## src/rtl/arith_seq_pkg.sv

```systemverilog
package arith_seq_pkg;

    localparam logic [2:0] SEL_A    = 3'd0;
    localparam logic [2:0] SEL_B    = 3'd1;
    localparam logic [2:0] SEL_X    = 3'd2;
    localparam logic [2:0] SEL_CNT  = 3'd3;
    localparam logic [2:0] SEL_MODE = 3'd4;
    localparam logic [2:0] SEL_CTL  = 3'd5;

    typedef enum logic [1:0] {
        OP_DIV32,
        OP_DIV16,
        OP_MUL,
        OP_SHIFT
    } op_e;

    typedef enum logic [3:0] {
        ST_IDLE,
        ST_A1,
        ST_A2,
        ST_A3,
        ST_A4,
        ST_A2B1,
        ST_A4B1,
        ST_B1,
        ST_B2,
        ST_B2A1,
        ST_RUN,
        ST_DRAIN,
        ST_FAULT
    } state_e;

endpackage

```

## src/rtl/arith_seq_engine.sv

```systemverilog
module arith_seq_engine
    import arith_seq_pkg::*;
#(
    parameter int DW = 32,
    parameter int HW = 16
) (
    input  logic                   clk,
    input  logic                   rst_n,
    input  logic                   start,
    input  op_e                    op,
    input  logic [DW-1:0]          opnd_a,
    input  logic [HW-1:0]          opnd_b,
    input  logic                   shr,
    input  logic [$clog2(DW)-1:0]  amount,
    output logic [DW-1:0]          result,
    output logic [HW-1:0]          remainder,
    output logic [$clog2(DW)-1:0]  expo,
    output logic                   active,
    output logic                   norm_mode
);

    localparam int EW = $clog2(DW);
    localparam int IW = $clog2(DW + 1);

    op_e           kind;
    logic [DW-1:0] acc;
    logic [HW-1:0] rem;
    logic [HW-1:0] dvs;
    logic [IW-1:0] left;
    logic          dir_r;

    // restoring division step
    logic [HW:0] trial;
    logic [HW:0] diff;
    logic        ge;
    // shift-add multiply step
    logic [HW:0] psum;

    always_comb begin
        trial = {rem, acc[DW-1]};
        ge    = trial >= {1'b0, dvs};
        diff  = trial - {1'b0, dvs};
        psum  = {1'b0, acc[DW-1:HW]} + (acc[0] ? {1'b0, dvs} : '0);
    end

    always_ff @(posedge clk or negedge rst_n) begin
        if (!rst_n) begin
            kind      <= OP_DIV32;
            acc       <= '0;
            rem       <= '0;
            dvs       <= '0;
            left      <= '0;
            dir_r     <= 1'b0;
            norm_mode <= 1'b0;
            expo      <= '0;
        end else if (start) begin
            kind      <= op;
            rem       <= '0;
            norm_mode <= 1'b0;
            expo      <= '0;
            dir_r     <= shr;
            unique case (op)
                OP_DIV32: begin
                    acc  <= opnd_a;
                    dvs  <= opnd_b;
                    left <= IW'(DW);
                end
                OP_DIV16: begin
                    acc  <= {opnd_a[DW-1:HW], {HW{1'b0}}};
                    dvs  <= opnd_b;
                    left <= IW'(HW);
                end
                OP_MUL: begin
                    acc  <= {{HW{1'b0}}, opnd_b};
                    dvs  <= opnd_a[DW-1:HW];
                    left <= IW'(HW);
                end
                OP_SHIFT: begin
                    acc <= opnd_a;
                    if (amount == '0) begin
                        norm_mode <= 1'b1;
                        left      <= IW'(DW - 1);
                    end else begin
                        left <= IW'(amount);
                    end
                end
                default: left <= '0;
            endcase
        end else if (left != '0) begin
            unique case (kind)
                OP_DIV32, OP_DIV16: begin
                    rem  <= ge ? diff[HW-1:0] : trial[HW-1:0];
                    acc  <= {acc[DW-2:0], ge};
                    left <= left - 1'b1;
                end
                OP_MUL: begin
                    acc  <= {psum, acc[HW-1:1]};
                    left <= left - 1'b1;
                end
                OP_SHIFT: begin
                    if (norm_mode) begin
                        if (acc[DW-1] || acc == '0) begin
                            left <= '0;
                        end else begin
                            acc  <= {acc[DW-2:0], 1'b0};
                            expo <= expo + 1'b1;
                            left <= left - 1'b1;
                        end
                    end else begin
                        acc  <= dir_r ? {1'b0, acc[DW-1:1]} : {acc[DW-2:0], 1'b0};
                        left <= left - 1'b1;
                    end
                end
                default: left <= '0;
            endcase
        end
    end

    assign result    = acc;
    assign remainder = rem;
    assign active    = (left != '0);

    AST_REM_BELOW_DIVISOR: assert property (@(posedge clk) disable iff (!rst_n)
        (active && (kind == OP_DIV32 || kind == OP_DIV16) && dvs != '0) |-> (rem < dvs));

    AST_NORM_MSB_SET: assert property (@(posedge clk) disable iff (!rst_n)
        (norm_mode && !active && acc != '0) |-> acc[DW-1]);

    // EW is used for port widths; keep the localparam referenced.
    logic [EW-1:0] unused_ew;
    assign unused_ew = '0;

endmodule

```

## src/rtl/arith_seq_ctrl.sv

```systemverilog
module arith_seq_ctrl
    import arith_seq_pkg::*;
#(
    parameter int CYC_LONG  = 36,
    parameter int CYC_SHORT = 24,
    parameter int NB        = 4,
    parameter int HB        = 2
) (
    input  logic                       clk,
    input  logic                       rst_n,
    input  logic [2:0]                 sel,
    input  logic                       wr_en,
    input  logic                       rd_en,
    input  logic                       wbit0,
    output logic                       busy,
    output logic                       start,
    output op_e                        start_op,
    output logic                       finish,
    output logic                       clr,
    output logic                       in_drain,
    output logic [$clog2(NB+1)-1:0]    a_left,
    output logic [$clog2(HB+1)-1:0]    b_left
);

    localparam int CW = $clog2(CYC_LONG + 1);

    state_e          state, nxt;
    op_e             cur_op;
    logic [CW-1:0]   run_cnt;

    logic wr_a, wr_b, rd_a, rd_b, wr_cnt, seq_acc, rd_a_ok, rd_b_ok;

    always_comb begin
        wr_a    = wr_en && sel == SEL_A;
        wr_b    = wr_en && sel == SEL_B;
        rd_a    = rd_en && sel == SEL_A;
        rd_b    = rd_en && sel == SEL_B;
        wr_cnt  = wr_en && sel == SEL_CNT;
        seq_acc = (wr_en || rd_en) && (sel == SEL_A || sel == SEL_B || sel == SEL_X);
        clr     = wr_en && sel == SEL_CTL && !wbit0;
        rd_a_ok = rd_a && a_left != '0;
        rd_b_ok = rd_b && a_left == '0 && b_left != '0;
    end

    // next-state logic
    always_comb begin
        nxt = state;
        if (clr) begin
            nxt = ST_IDLE;
        end else begin
            unique case (state)
                ST_IDLE:  if (wr_a) nxt = ST_A1; else if (wr_b) nxt = ST_B1;
                          else if (seq_acc) nxt = ST_FAULT;
                ST_A1:    if (wr_a) nxt = ST_A2; else if (seq_acc) nxt = ST_FAULT;
                ST_A2:    if (wr_a) nxt = ST_A3; else if (wr_b) nxt = ST_A2B1;
                          else if (seq_acc) nxt = ST_FAULT;
                ST_A3:    if (wr_a) nxt = ST_A4; else if (seq_acc) nxt = ST_FAULT;
                ST_A4:    if (wr_b) nxt = ST_A4B1; else if (wr_cnt) nxt = ST_RUN;
                          else if (seq_acc) nxt = ST_FAULT;
                ST_A2B1:  if (wr_b) nxt = ST_RUN; else if (seq_acc) nxt = ST_FAULT;
                ST_A4B1:  if (wr_b) nxt = ST_RUN; else if (seq_acc) nxt = ST_FAULT;
                ST_B1:    if (wr_b) nxt = ST_B2; else if (seq_acc) nxt = ST_FAULT;
                ST_B2:    if (wr_a) nxt = ST_B2A1; else if (seq_acc) nxt = ST_FAULT;
                ST_B2A1:  if (wr_a) nxt = ST_RUN; else if (seq_acc) nxt = ST_FAULT;
                ST_RUN:   if (seq_acc) nxt = ST_FAULT;
                          else if (run_cnt == CW'(1)) nxt = ST_DRAIN;
                ST_DRAIN: begin
                    if (rd_a_ok) begin
                        if (a_left == 1 && b_left == '0) nxt = ST_IDLE;
                    end else if (rd_b_ok) begin
                        if (b_left == 1) nxt = ST_IDLE;
                    end else if (seq_acc) begin
                        nxt = ST_FAULT;
                    end
                end
                ST_FAULT: nxt = ST_FAULT;
                default:  nxt = ST_FAULT;
            endcase
        end
    end

    // outputs
    always_comb begin
        start    = 1'b0;
        start_op = OP_DIV32;
        if (!clr) begin
            unique case (state)
                ST_A4:   if (wr_cnt) begin start = 1'b1; start_op = OP_SHIFT; end
                ST_A4B1: if (wr_b)   begin start = 1'b1; start_op = OP_DIV32; end
                ST_A2B1: if (wr_b)   begin start = 1'b1; start_op = OP_DIV16; end
                ST_B2A1: if (wr_a)   begin start = 1'b1; start_op = OP_MUL;   end
                default: start = 1'b0;
            endcase
        end
        busy     = (state == ST_RUN) || (state == ST_FAULT);
        in_drain = (state == ST_DRAIN);
        finish   = (state == ST_RUN) && run_cnt == CW'(1) && !clr && !seq_acc;
    end

    // state register and counters
    always_ff @(posedge clk or negedge rst_n) begin
        if (!rst_n) begin
            state   <= ST_IDLE;
            cur_op  <= OP_DIV32;
            run_cnt <= '0;
            a_left  <= '0;
            b_left  <= '0;
        end else begin
            state <= nxt;
            if (start) begin
                cur_op  <= start_op;
                run_cnt <= (start_op == OP_DIV16 || start_op == OP_MUL) ?
                           CW'(CYC_SHORT) : CW'(CYC_LONG);
            end else if (state == ST_RUN && run_cnt != '0) begin
                run_cnt <= run_cnt - 1'b1;
            end
            if (clr) begin
                a_left <= '0;
                b_left <= '0;
            end else if (finish) begin
                a_left <= (cur_op == OP_DIV16) ? $bits(a_left)'(NB/2) : $bits(a_left)'(NB);
                b_left <= (cur_op == OP_DIV32 || cur_op == OP_DIV16) ? $bits(b_left)'(HB) : '0;
            end else if (state == ST_DRAIN && rd_a_ok) begin
                a_left <= a_left - 1'b1;
            end else if (state == ST_DRAIN && rd_b_ok) begin
                b_left <= b_left - 1'b1;
            end
        end
    end

    AST_START_RAISES_BUSY: assert property (@(posedge clk) disable iff (!rst_n)
        start |=> busy);

    AST_CLEAR_DROPS_BUSY: assert property (@(posedge clk) disable iff (!rst_n)
        clr |=> (!busy && state == ST_IDLE));

    AST_FAULT_STICKY: assert property (@(posedge clk) disable iff (!rst_n)
        (state == ST_FAULT && !clr) |=> (state == ST_FAULT && busy));

    AST_REMAINDER_AFTER_QUOTIENT: assert property (@(posedge clk) disable iff (!rst_n)
        (state == ST_DRAIN && $past(state == ST_DRAIN) && b_left != $past(b_left))
            |-> ($past(a_left) == '0));

endmodule

```

## src/rtl/arith_seq_unit.sv

```systemverilog
module arith_seq_unit
    import arith_seq_pkg::*;
#(
    parameter int DW        = 32,
    parameter int CYC_LONG  = 36,
    parameter int CYC_SHORT = 24
) (
    input  logic       clk,
    input  logic       rst_n,
    input  logic [2:0] reg_sel,
    input  logic       wr_en,
    input  logic       rd_en,
    input  logic [7:0] wdata,
    output logic [7:0] rdata,
    output logic       busy
);

    localparam int HW = DW / 2;
    localparam int NB = DW / 8;
    localparam int HB = HW / 8;
    localparam int EW = $clog2(DW);

    logic [DW-1:0] a_buf, a_nxt;
    logic [HW-1:0] b_buf, b_nxt;
    logic [EW-1:0] cnt_r;
    logic          dir_r;
    logic          ovf_r;

    logic          start, finish, clr, in_drain;
    op_e           start_op;
    logic [$clog2(NB+1)-1:0] a_left;
    logic [$clog2(HB+1)-1:0] b_left;

    logic [DW-1:0] res;
    logic [HW-1:0] rem;
    logic [EW-1:0] expo;
    logic          eng_active, eng_norm;

    // operand staging: bytes arrive LSB first, shifted in from the top
    always_comb begin
        a_nxt = (wr_en && reg_sel == SEL_A) ? {wdata, a_buf[DW-1:8]} : a_buf;
        b_nxt = (wr_en && reg_sel == SEL_B) ? {wdata, b_buf[HW-1:8]} : b_buf;
    end

    always_ff @(posedge clk or negedge rst_n) begin
        if (!rst_n) begin
            a_buf <= '0;
            b_buf <= '0;
            cnt_r <= '0;
            dir_r <= 1'b0;
            ovf_r <= 1'b0;
        end else begin
            a_buf <= a_nxt;
            b_buf <= b_nxt;
            if (wr_en && reg_sel == SEL_MODE) dir_r <= wdata[0];
            if (finish && eng_norm)
                cnt_r <= expo;
            else if (wr_en && reg_sel == SEL_CNT)
                cnt_r <= wdata[EW-1:0];
            if (start)
                ovf_r <= (start_op == OP_DIV32 || start_op == OP_DIV16) && b_nxt == '0;
        end
    end

    arith_seq_ctrl #(
        .CYC_LONG (CYC_LONG),
        .CYC_SHORT(CYC_SHORT),
        .NB       (NB),
        .HB       (HB)
    ) u_ctrl (
        .clk     (clk),
        .rst_n   (rst_n),
        .sel     (reg_sel),
        .wr_en   (wr_en),
        .rd_en   (rd_en),
        .wbit0   (wdata[0]),
        .busy    (busy),
        .start   (start),
        .start_op(start_op),
        .finish  (finish),
        .clr     (clr),
        .in_drain(in_drain),
        .a_left  (a_left),
        .b_left  (b_left)
    );

    arith_seq_engine #(
        .DW(DW),
        .HW(HW)
    ) u_engine (
        .clk      (clk),
        .rst_n    (rst_n),
        .start    (start),
        .op       (start_op),
        .opnd_a   (a_nxt),
        .opnd_b   (b_nxt),
        .shr      (dir_r),
        .amount   (wdata[EW-1:0]),
        .result   (res),
        .remainder(rem),
        .expo     (expo),
        .active   (eng_active),
        .norm_mode(eng_norm)
    );

    // read mux: result bytes leave MSB first
    always_comb begin
        rdata = '0;
        unique case (reg_sel)
            SEL_A:    if (in_drain && a_left != '0)
                          rdata = res[8*(int'(a_left)-1) +: 8];
            SEL_B:    if (in_drain && a_left == '0 && b_left != '0)
                          rdata = rem[8*(int'(b_left)-1) +: 8];
            SEL_CNT:  rdata = 8'(cnt_r);
            SEL_MODE: rdata = {ovf_r, 6'b0, dir_r};
            SEL_CTL:  rdata = {7'b0, busy};
            default:  rdata = '0;
        endcase
    end

    AST_ENGINE_DONE_AT_EXPIRY: assert property (@(posedge clk) disable iff (!rst_n)
        finish |-> !eng_active);

    AST_ZERO_DIVISOR_FLAG: assert property (@(posedge clk) disable iff (!rst_n)
        (start && (start_op == OP_DIV32 || start_op == OP_DIV16) && b_nxt == '0) |=> ovf_r);

endmodule

```

## config.mk

```make
export PLATFORM = sky130hd
export DESIGN_NAME = arith_seq_unit
export DESIGN_NICKNAME = d
export VERILOG_FILES = /design/src/rtl/arith_seq_pkg.sv /design/src/rtl/arith_seq_engine.sv /design/src/rtl/arith_seq_ctrl.sv /design/src/rtl/arith_seq_unit.sv
export SDC_FILE = /design/constraint.sdc
export NUM_CORES = 1
export LEC_CHECK = 0
export ABC_AREA = 1
export BUFFER_PORTS_ARGS = -buffer_cell sky130_fd_sc_hd__buf_2
export CORE_ASPECT_RATIO = 1.2
export CORE_UTILIZATION = 45
export DETAILED_ROUTE_END_ITERATION = 8
export GPL_ROUTABILITY_DRIVEN = 0
export MAX_ROUTING_LAYER = met4
export SYNTH_ARGS = -nofsm -noshare
export SYNTH_HDL_FRONTEND = slang
export SYNTH_SLANG_ARGS = --single-unit
export TNS_END_PERCENT = 5
```

## constraint.sdc

```tcl
create_clock -name clk -period 6.3 [get_ports clk]
set_input_delay 0.315 -clock clk [delete_from_list [all_inputs] [get_ports clk]]
set_output_delay 0.315 -clock clk [all_outputs]
set_load 0.01 [all_outputs]
```

# Word-level counts from Yosys, hierarchy flattened
# Index checks and enable logic that the tools add are counted.
[classes]
n_shift = 2
muxes = 77
reduce_logical = 69
n_eq_ne = 32
addsub = 9
n_lt_le_gt_ge = 1
[op_table]
columns = ["operator", "count"]
rows = [
  ["$mux 32", 6],
  ["$pmux 32 s3", 2],
  ["$mux 16", 6],
  ["$mux 4", 20],
  ["$pmux 4 s11", 1],
  ["$mux 6", 7],
  ["$mux 5", 8],
  ["$pmux 8 s5", 1],
  ["$logic_not 32->1", 1],
  ["$pmux 16 s2", 1],
  ["$shiftx 32x7->8", 1],
  ["$logic_and 1x1->1", 24],
  ["$eq 4x4->1 const B", 5],
  ["$pmux 6 s3", 1],
  ["$add 16x17->17", 1],
  ["$ge 17x16->1", 1],
  ["$eq 4x3->1 const B", 4],
  ["$logic_not 16->1", 1],
  ["$mux 2", 8],
  ["$mux 8", 2],
  ["$reduce_bool 2->1", 8],
  ["$shiftx 16x6->8", 1],
  ["$sub 16x16->16", 1],
  ["$mux 3", 4],
  ["other kinds (37)", 75],
]
[word_totals]
wordCells = 207
output_inout_bits = 9
inputBits = 15
ff_bits = 149

# Depth between registers and ports, before layout
# Gate-level depths: netlist of run 1.
[logic_depth]
depth_word = 9
ltp_mapped = 20

# By module
# From an unflattened synthesis of run 1, not the netlist that was laid out.
[hier_totals]
hier_cells = 1650
hier_area_um2 = 11203.2
[modules_own_cells]
columns = ["module", "seq_area_each_um2", "area_per_inst_um2", "n_inst", "cells_per_inst"]
rows = [
  ["arith_seq_engine", 1976.9, 6776.5, 1, 1037],
  ["arith_seq_unit", 1376.3, 2889.0, 1, 365],
  ["arith_seq_ctrl", 425.4, 1537.7, 1, 248],
]

# Least setup slack after synthesis of run 1
# No wires, ideal clock.
[synth_path]
kind = "flip-flop to flip-flop"
start = "reg u_engine.acc[0], in the netlist u_engine.result[0]"
end = "reg u_engine.acc[23], in the netlist u_engine.result[23]"
period_less_slack_ns = 2.357
required_ns = 6.184
path_stages_with_launch = 20
arrival_ns = 2.241
setup_time_ns = 0.116
n_path_buf = 2
path_slack_ns = 3.943
cell_sequence = "dfrtp_1 -> clkbuf_1 -> buf_1 -> nand2_1 -> inv_1 -> ha_1 -> inv_1 -> fa_1 -> inv_1 -> nand3_1 -> nand3_1 -> nand2_1 -> nand3_1 -> nand2_1 -> nand3_1 -> nand2_1 -> nand2_1 -> nand2_1 -> nand2_1 -> nand2_1"
[synth_via]
elab_chain_cells = 5
elab_cells_between_ends = 9
cone_classes = "add/sub (1); eq/ne (1); mux (4); reduce/logical (3)"
[synth_lines]
columns = ["element", "line", "text"]
rows = [
  ["start: declaration", "arith_seq_engine.sv:26", "logic [DW-1:0] acc;"],
  ["start signal: assignment", "arith_seq_engine.sv:64", "acc <= opnd_a;"],
  ["start signal: assignment", "arith_seq_engine.sv:69", "acc <= {opnd_a[DW-1:HW], {HW{1'b0}}};"],
  ["start signal: assignment", "arith_seq_engine.sv:74", "acc <= {{HW{1'b0}}, opnd_b};"],
  ["$mux 16", "arith_seq_engine.sv:43", "psum = {1'b0, acc[DW-1:HW]} + (acc[0] ? {1'b0, dvs} : '0);"],
  ["$add 16x17->17", "arith_seq_engine.sv:43", ""],
  ["$pmux 32 s3", "arith_seq_engine.sv:90", "unique case (kind)"],
  ["$mux 32", "arith_seq_engine.sv:89", "end else if (left != '0) begin"],
  ["$mux 32", "arith_seq_engine.sv:56", "end else if (start) begin"],
]
# Several ways; a longest one is shown, not always the timed one. The select of a mux whose other input is x is not followed.
# A chain may end at the register's enable or synchronous reset.

# Final worst setup path of run 1
[layout_path]
start = "reg u_ctrl.a_left[0]"
end = "out rdata[7]"
[layout_via]
elab_chain_cells = 5
elab_cells_between_ends = 10
cone_classes = "add/sub (1); shift (1); mux (3); reduce/logical (5)"
[layout_lines]
columns = ["element", "line", "text"]
rows = [
  ["start: declaration", "arith_seq_ctrl.sv:21", "output logic [$clog2(NB+1)-1:0] a_left,"],
  ["start signal: assignment", "arith_seq_ctrl.sv:121", "a_left <= (cur_op == OP_DIV16) ? $bits(a_left)'(NB/2) : $bits(a_left)'(NB);"],
  ["start signal: assignment", "arith_seq_ctrl.sv:124", "a_left <= a_left - 1'b1;"],
  ["parallel branches: the longest is 4 deep, another holds $sub 3x1->4", "--", ""],
  ["$pmux 8 s5 (*)", "arith_seq_unit.sv:109", "unique case (reg_sel)"],
  ["end: declaration", "arith_seq_unit.sv:14", "output logic [7:0] rdata,"],
]
# Mark *: on every way between the ends.

==> impl_metrics.py, run 1 <==
metrics = {
    "clocking": {
        "htree_levels": 4,
        "cts_hold_buf": 1,
        "clk_latency_ns": 0.43,
        "clockRootBuffer": "clkbuf_16",
        "cts.path.max_buffers": 2,
        "cts_tree": "done",
        "cts_buffers": 17,
        "cts_resized": 0,
        "postCtsSetupBuffers": 0,
        "clk_pin_slew_ns": 0.07,
        "clkSinkCount": 149,
    },
    "power_and_ir_drop": {
        "p_total_mw": 5.21,
        "leakage_nw": 6.08,
        "p_per_area_nw_per_um2": 440,
        "ir_worst_vdd_mv": 0.231,
    },
    "cells_and_area": {
        "final_nets": 1678,
        "layout-drive-gt1-share_pct": 7.56,
        "fin_area_sq_um": 11800,
        "final_cells": 1949,
        "syn_to_final_growth_pct": 8.18,
        "final_util_pct": 49.5,
        "n_fill_cell": 2486,
        "multi_input_area_sq_um": 5990,
        "seq_area_sq_um": 3730,
    },
    "floorplanning": {
        "rows": 62,
        "die-width_um": 144,
        "io_pins": 24,
        "fp.dieH_um": 173,
        "start_util_pct": 45.8,
        "core_sq_um": 23900,
        "dieArea_sq_um": 24900,
    },
    "global_routing": {
        "grt_use_total_pct": 30.8,
        "grt_max_degree": 78,
        "grt_use_met2_pct": 46.7,
        "grtUsageMet1_pct": 42.4,
        "grt_pass1_vias": 9946,
        "globalRouteMet3Util_pct": 3.71,
        "antenna_found_initial": 1,
        "grt-busiest-layer": "met2",
        "grt_pass1_wl_mm": 56.2,
        "grt.overflow.total": 0,
    },
    "synth": {
        "synthFlopType": "dfrtp_1",
        "synthDominantCellAreaShare_pct": 34.1,
        "synthAdderAreaFrac_pct": 5.74,
        "synthMuxAreaShare_pct": 0.275,
        "synthCells": 1617,
        "yosys_warnings": 0,
        "syn_area_sq_um": 10900,
        "synth-compound-area-share_pct": 17.6,
        "yosys-top-cells-area": "dfrtp_1 (34%), nand2_1 (16%), inv_1 (8.3%), o21ai_0 (6.6%), ha_1 (5.4%)",
        "synth_xor_area_share_pct": 1.60,
        "synth_top_family_by_area": "simple AND/OR/NAND/NOR gates",
        "yosysTopAreaCell": "dfrtp_1",
        "synth_fp_nets": 1681,
        "synthDistinctLibCells": 55,
        "synthSimpleGateAreaFrac_pct": 29.5,
        "syn_avg_cell_area_sq_um": 6.76,
        "yosysSeqAreaShare_pct": 34.1,
        "synthArstFlopShare_pct": 100,
        "synth_edf_count": 0,
        "ys_ff_latch": 149,
    },
    "sta": {
        "hold_viol": 0,
        "finalCritPeriodShare_pct": 58.4,
        "rsz0062_at_grt": "false",
        "setup_tns_ns": 0,
        "min_period_ns": 3.68,
        "holdWs_ns": 0.241,
        "setup_viol": 0,
        "clock_skew_ns": 0.0104,
        "slew_violations": 0,
        "setup_ws_ns": 2.62,
        "relSlewSlack_pct": 19.6,
        "tightest_slew_ns": 1.21,
        "fmax_ghz": 0.272,
    },
    "critical_path": {
        "path_class": "flip-flop to primary output",
        "worstPathRequired_ns": 5.98,
        "r2r-start": "u_ctrl.state[1]$_DFFE_PN0P_",
        "crit_arrival_ns": 3.36,
        "cp-startpoint": "u_ctrl.a_left[0]$_DFFE_PN0P_",
        "crit_path_start_kind": "flip-flop",
        "crit_fanout": 14,
        "cp-end-kind": "primary output",
    },
    "placement": {
        "dp_cells": 1914,
        "postPlaceCellArea_sq_um": 11200,
        "port_buffers": 23,
        "dp_slack_ns": 2.53,
        "hpwl_mm": 27.6,
    },
    "drt": {
        "drt_first_pass_iters": 6,
        "routed_wl_mm": 36.1,
        "vias": 10673,
        "ant_nets": 0,
        "wl_per_cell_um": 18.5,
        "drtIter0Drc": 1082,
        "viasPerCell": 5.48,
        "drc": 0,
    },
    "worst_hold_path": {
        "min-delay-start": "reg_sel[0]",
        "hold_class": "input port to flip-flop",
    },
    "flow_run": {
        "cap_viol_max_count": 0,
    },
    "run_status": {
        "outcome": "completed",
    },
}
==> Yosys cell counts, types with 4 or more instances <==
master    count
dfrtp_1     149
a31oi_1       7
xnor2_1      11
nor2_2        6
nor2_1      111
clkbuf_1     21
nand3_1     101
buf_2        17
a21oi_2       5
ha_1         47
nor3_1       11
o221ai_1      9
o21a_1       13
o211ai_1     30
buf_6         7
o31ai_1       4
inv_1       243
o21bai_1      5
a221oi_1      6
a21oi_1      42
nand4_1       9
o21ai_0     144
nand2_1     480
or2_2        25
nand2_2       8
inv_2         6
o22ai_1      16
o21ai_1      32
xor2_1        9
==> layer usage <==
layer | wire, um | part of all wire [%]
met4 | 1010 | 2.8
met1 | 16200 | 45
met3 | 2180 | 6.0
met2 | 16700 | 46
met5 | 0 | 0
==> final cells by class <==
type | instances | share of cell area, %
Clock buffer | 17 | 3.60
Tap cell | 320 | 3.38
Multi-Input combinational cell | 1166 | 50.6
Clock inverter | 15 | 1.43
Sequential cell | 149 | 31.5
Timing Repair Buffer | 29 | 1.43
Inverter | 251 | 7.98
Antenna cell | 2 | 0.0423
==> cells in the final DEF (no fill, tap or decap), types with 25 or more instances in the layout <==
master,synthesis,layout
or2_2,25,25
o21ai_0,144,144
nand3_1,101,101
a21oi_1,42,42
nor2_1,111,111
o21ai_1,32,31
ha_1,47,47
nand2_1,480,480
dfrtp_1,149,149
o211ai_1,30,30
inv_1,243,243
==> worst paths after layout <==
path	cells after the start	slack, ns	to
max	9	2.62	rdata[7]
min	4	0.24	dir_r$_DFFE_PN0P_
max reg2reg	14	2.96	u_engine.result[20]$_DFFE_PN0P_
min reg2reg	2	0.49	dir_r$_DFFE_PN0P_
max in group asynchronous	3	4.33	u_engine.remainder[9]$_DFFE_PN0P_
min in group asynchronous	2	0.47	u_engine.expo[3]$_DFFE_PN0P_
==> sequential cells by signal (all words and copies together) (netlist names), 2 cells and up <==
register / count
u_engine.expo: 5
u_engine.result: 32
u_ctrl.run_cnt: 6
u_ctrl.cur_op: 2
u_engine.left: 6
u_ctrl.state: 4
u_ctrl.a_left: 3
u_ctrl.b_left: 2
cnt_r: 5
u_engine.remainder: 16
a_buf: 32
u_engine.dvs: 16
b_buf: 16
==> critical path: stages (launching register included) <==
cell	delay (ns)
dfrtp_1	0.51
inv_1	0.48
ha_1	0.26
nand2_1	0.09
inv_1	0.13
nand4_1	0.44
a21oi_1	0.47
a31oi_1	0.21
o31ai_1	0.16
buf_2	0.19
==> power by group <==
part           internal (mW)  switching [mW]
Sequential              1.27           0.310
Combinational          0.865            1.71
Clock                  0.594           0.462
==> kinds of logic after synthesis <==
kind of cell	after synthesis
AO/OA/AOI/OAI	328
buffers and inverters	302
XOR/XNOR	20
flip-flops	149
AND/OR/NAND/NOR	766
multiplexers	3
adder cells (fa/ha/maj)	49
Power figures use the tool's default switching activity.
==> inputs of run 2 (changes only) <==
==> constraint.sdc (replaced) <==
create_clock -name clk -period 3.8 [get_ports clk]
set_input_delay 0.19 -clock clk [delete_from_list [all_inputs] [get_ports clk]]
set_output_delay 0.19 -clock clk [all_outputs]
set_load 0.01 [all_outputs]
==> impl_metrics.py, run 2 (synthesized netlist as in run 1, its figures left out) <==
metrics = {
    "sta": {
        "rsz0062_at_grt": "false",
        "finalCritPeriodShare_pct": 82.8,
        "holdWs_ns": 0.112,
        "hold_viol": 0,
        "tightest_slew_ns": 0.877,
        "fmax_ghz": 0.318,
        "clock_skew_ns": 0.0110,
        "slew_violations": 0,
        "relSlewSlack_pct": 40.9,
        "min_period_ns": 3.15,
        "setup_tns_ns": 0,
        "setup_viol": 0,
    },
    "clocking": {
        "cts_hold_buf": 1,
        "cts_tree": "done",
        "cts_resized": 0,
        "htree_levels": 4,
        "cts.path.max_buffers": 2,
        "clockRootBuffer": "clkbuf_16",
        "clkSinkCount": 149,
        "clk_pin_slew_ns": 0.07,
        "clk_latency_ns": 0.44,
        "postCtsSetupBuffers": 0,
        "cts_buffers": 17,
    },
    "global_routing": {
        "grt_pass1_vias": 10025,
        "antenna_found_initial": 0,
        "grt_max_degree": 81,
        "grt_pass1_wl_mm": 57.0,
        "grt_use_total_pct": 31.2,
        "grt.overflow.total": 0,
    },
    "power_and_ir_drop": {
        "ir_worst_vdd_mv": 0.309,
        "leakage_nw": 6.13,
        "p_per_area_nw_per_um2": 735,
    },
    "cells_and_area": {
        "layout-drive-gt1-share_pct": 7.96,
        "final_util_pct": 49.8,
        "final_common_cell": "nand2_1",
        "diodes": 0,
        "syn_to_final_growth_pct": 8.82,
        "mostFrequentLayoutCells": "nand2_1 (480), inv_1 (243), dfrtp_1 (149), o21ai_0 (144), nor2_1 (111)",
        "final_nets": 1685,
        "fin_area_sq_um": 11900,
    },
    "critical_path": {
        "crit_fanout": 14,
        "cp_slowest_cell": "nor4_4",
        "crit_arrival_ns": 2.96,
        "cpMostUsedCell": "inv_1",
        "cp_cell_sequence": "inv_1, ha_1, nand2_1, inv_1, nor4_4, nand3_1, o311ai_1, buf_2",
        "crit_path_start_kind": "flip-flop",
        "cpPeakStageDelay_ns": 0.51,
        "path_class": "flip-flop to primary output",
        "worstPathRequired_ns": 3.61,
        "cp-end-kind": "primary output",
    },
    "floorplanning": {
        "fp.dieH_um": 173,
        "io_pins": 24,
        "core_sq_um": 23900,
        "start_util_pct": 45.8,
        "rows": 62,
        "dieArea_sq_um": 24900,
        "die-width_um": 144,
    },
    "placement": {
        "hpwl_mm": 28.0,
        "port_buffers": 23,
        "postPlaceCellArea_sq_um": 11300,
    },
    "drt": {
        "drc": 0,
        "drtIter0Drc": 980,
        "viasPerCell": 5.55,
        "drt_first_pass_iters": 7,
        "routed_wl_mm": 36.4,
        "ant_nets": 0,
        "wl_per_cell_um": 18.6,
        "vias": 10835,
    },
    "run_status": {
        "outcome": "completed",
    },
    "flow_run": {
        "cap_viol_max_count": 0,
    },
    "worst_hold_path": {
        "hold_class": "input port to flip-flop",
    },
}
-- run 2: power breakdown --
group / internal (mW) / switching [mW]
registers: 2.11 / 0.526
logic: 1.44 / 2.89
clock network: 1.00 / 0.773
total: 4.56 / 4.19
-- run 2: worst max-delay path: cells and delay by family, from the launching register on --
| family | cells | cell delay [ns] |
|---|---|---|
| compound gates | 1 | 0.23 |
| fa+ha+maj | 1 | 0.29 |
| flops | 1 | 0.50 |
| simple gates | 3 | 0.91 |
| buf+inv | 3 | 0.58 |
-- run 2: cell type report --
type | count | area (sq um)
Timing Repair Buffer | 36 | 234
Clock inverter | 14 | 165
Sequential cell | 149 | 3730
Clock buffer | 18 | 439
Multi-Input combinational cell | 1166 | 5990
Fill cell | 2474 | 12000
Inverter | 251 | 945
Tap cell | 320 | 400
-- run 2: through the flow --
step	instances	worst slack, ns	power [mW]
floorplan	1617	1.44	5.69
global placement	1921	0.939	6.87
detailed placement	1921	0.956	6.90
CTS	1954	0.778	8.69
global route	1954	0.536	9.41
finish	1954	0.654	8.75
-- run 2: worst paths after layout --
path	start	end	slack, ns	depth (start not counted)
min	wr_en	dir_r$_DFFE_PN0P_	0.11	3
min reg2reg	u_engine.expo[4]$_DFFE_PN0P_	u_engine.expo[4]$_DFFE_PN0P_	0.50	2
max	u_ctrl.a_left[0]$_DFFE_PN0P_	rdata[1]	0.65	8
min in group asynchronous	rst_n	u_engine.left[3]$_DFFE_PN0P_	0.37	2
max in group asynchronous	rst_n	b_buf[11]$_DFF_PN0_	2.55	3
max reg2reg	u_ctrl.state[1]$_DFFE_PN0P_	u_engine.result[20]$_DFFE_PN0P_	0.87	15
-- run 2: metal layers --
layer  global-route usage (%)  part of all wire, %  up-vias
met1                     41.4                   44     5053
met3                     5.01                  7.0       96
met5                        -                    0        -
li1                         -                    -     5248
met4                     11.6                  3.8        0
met2                     47.6                   46      438
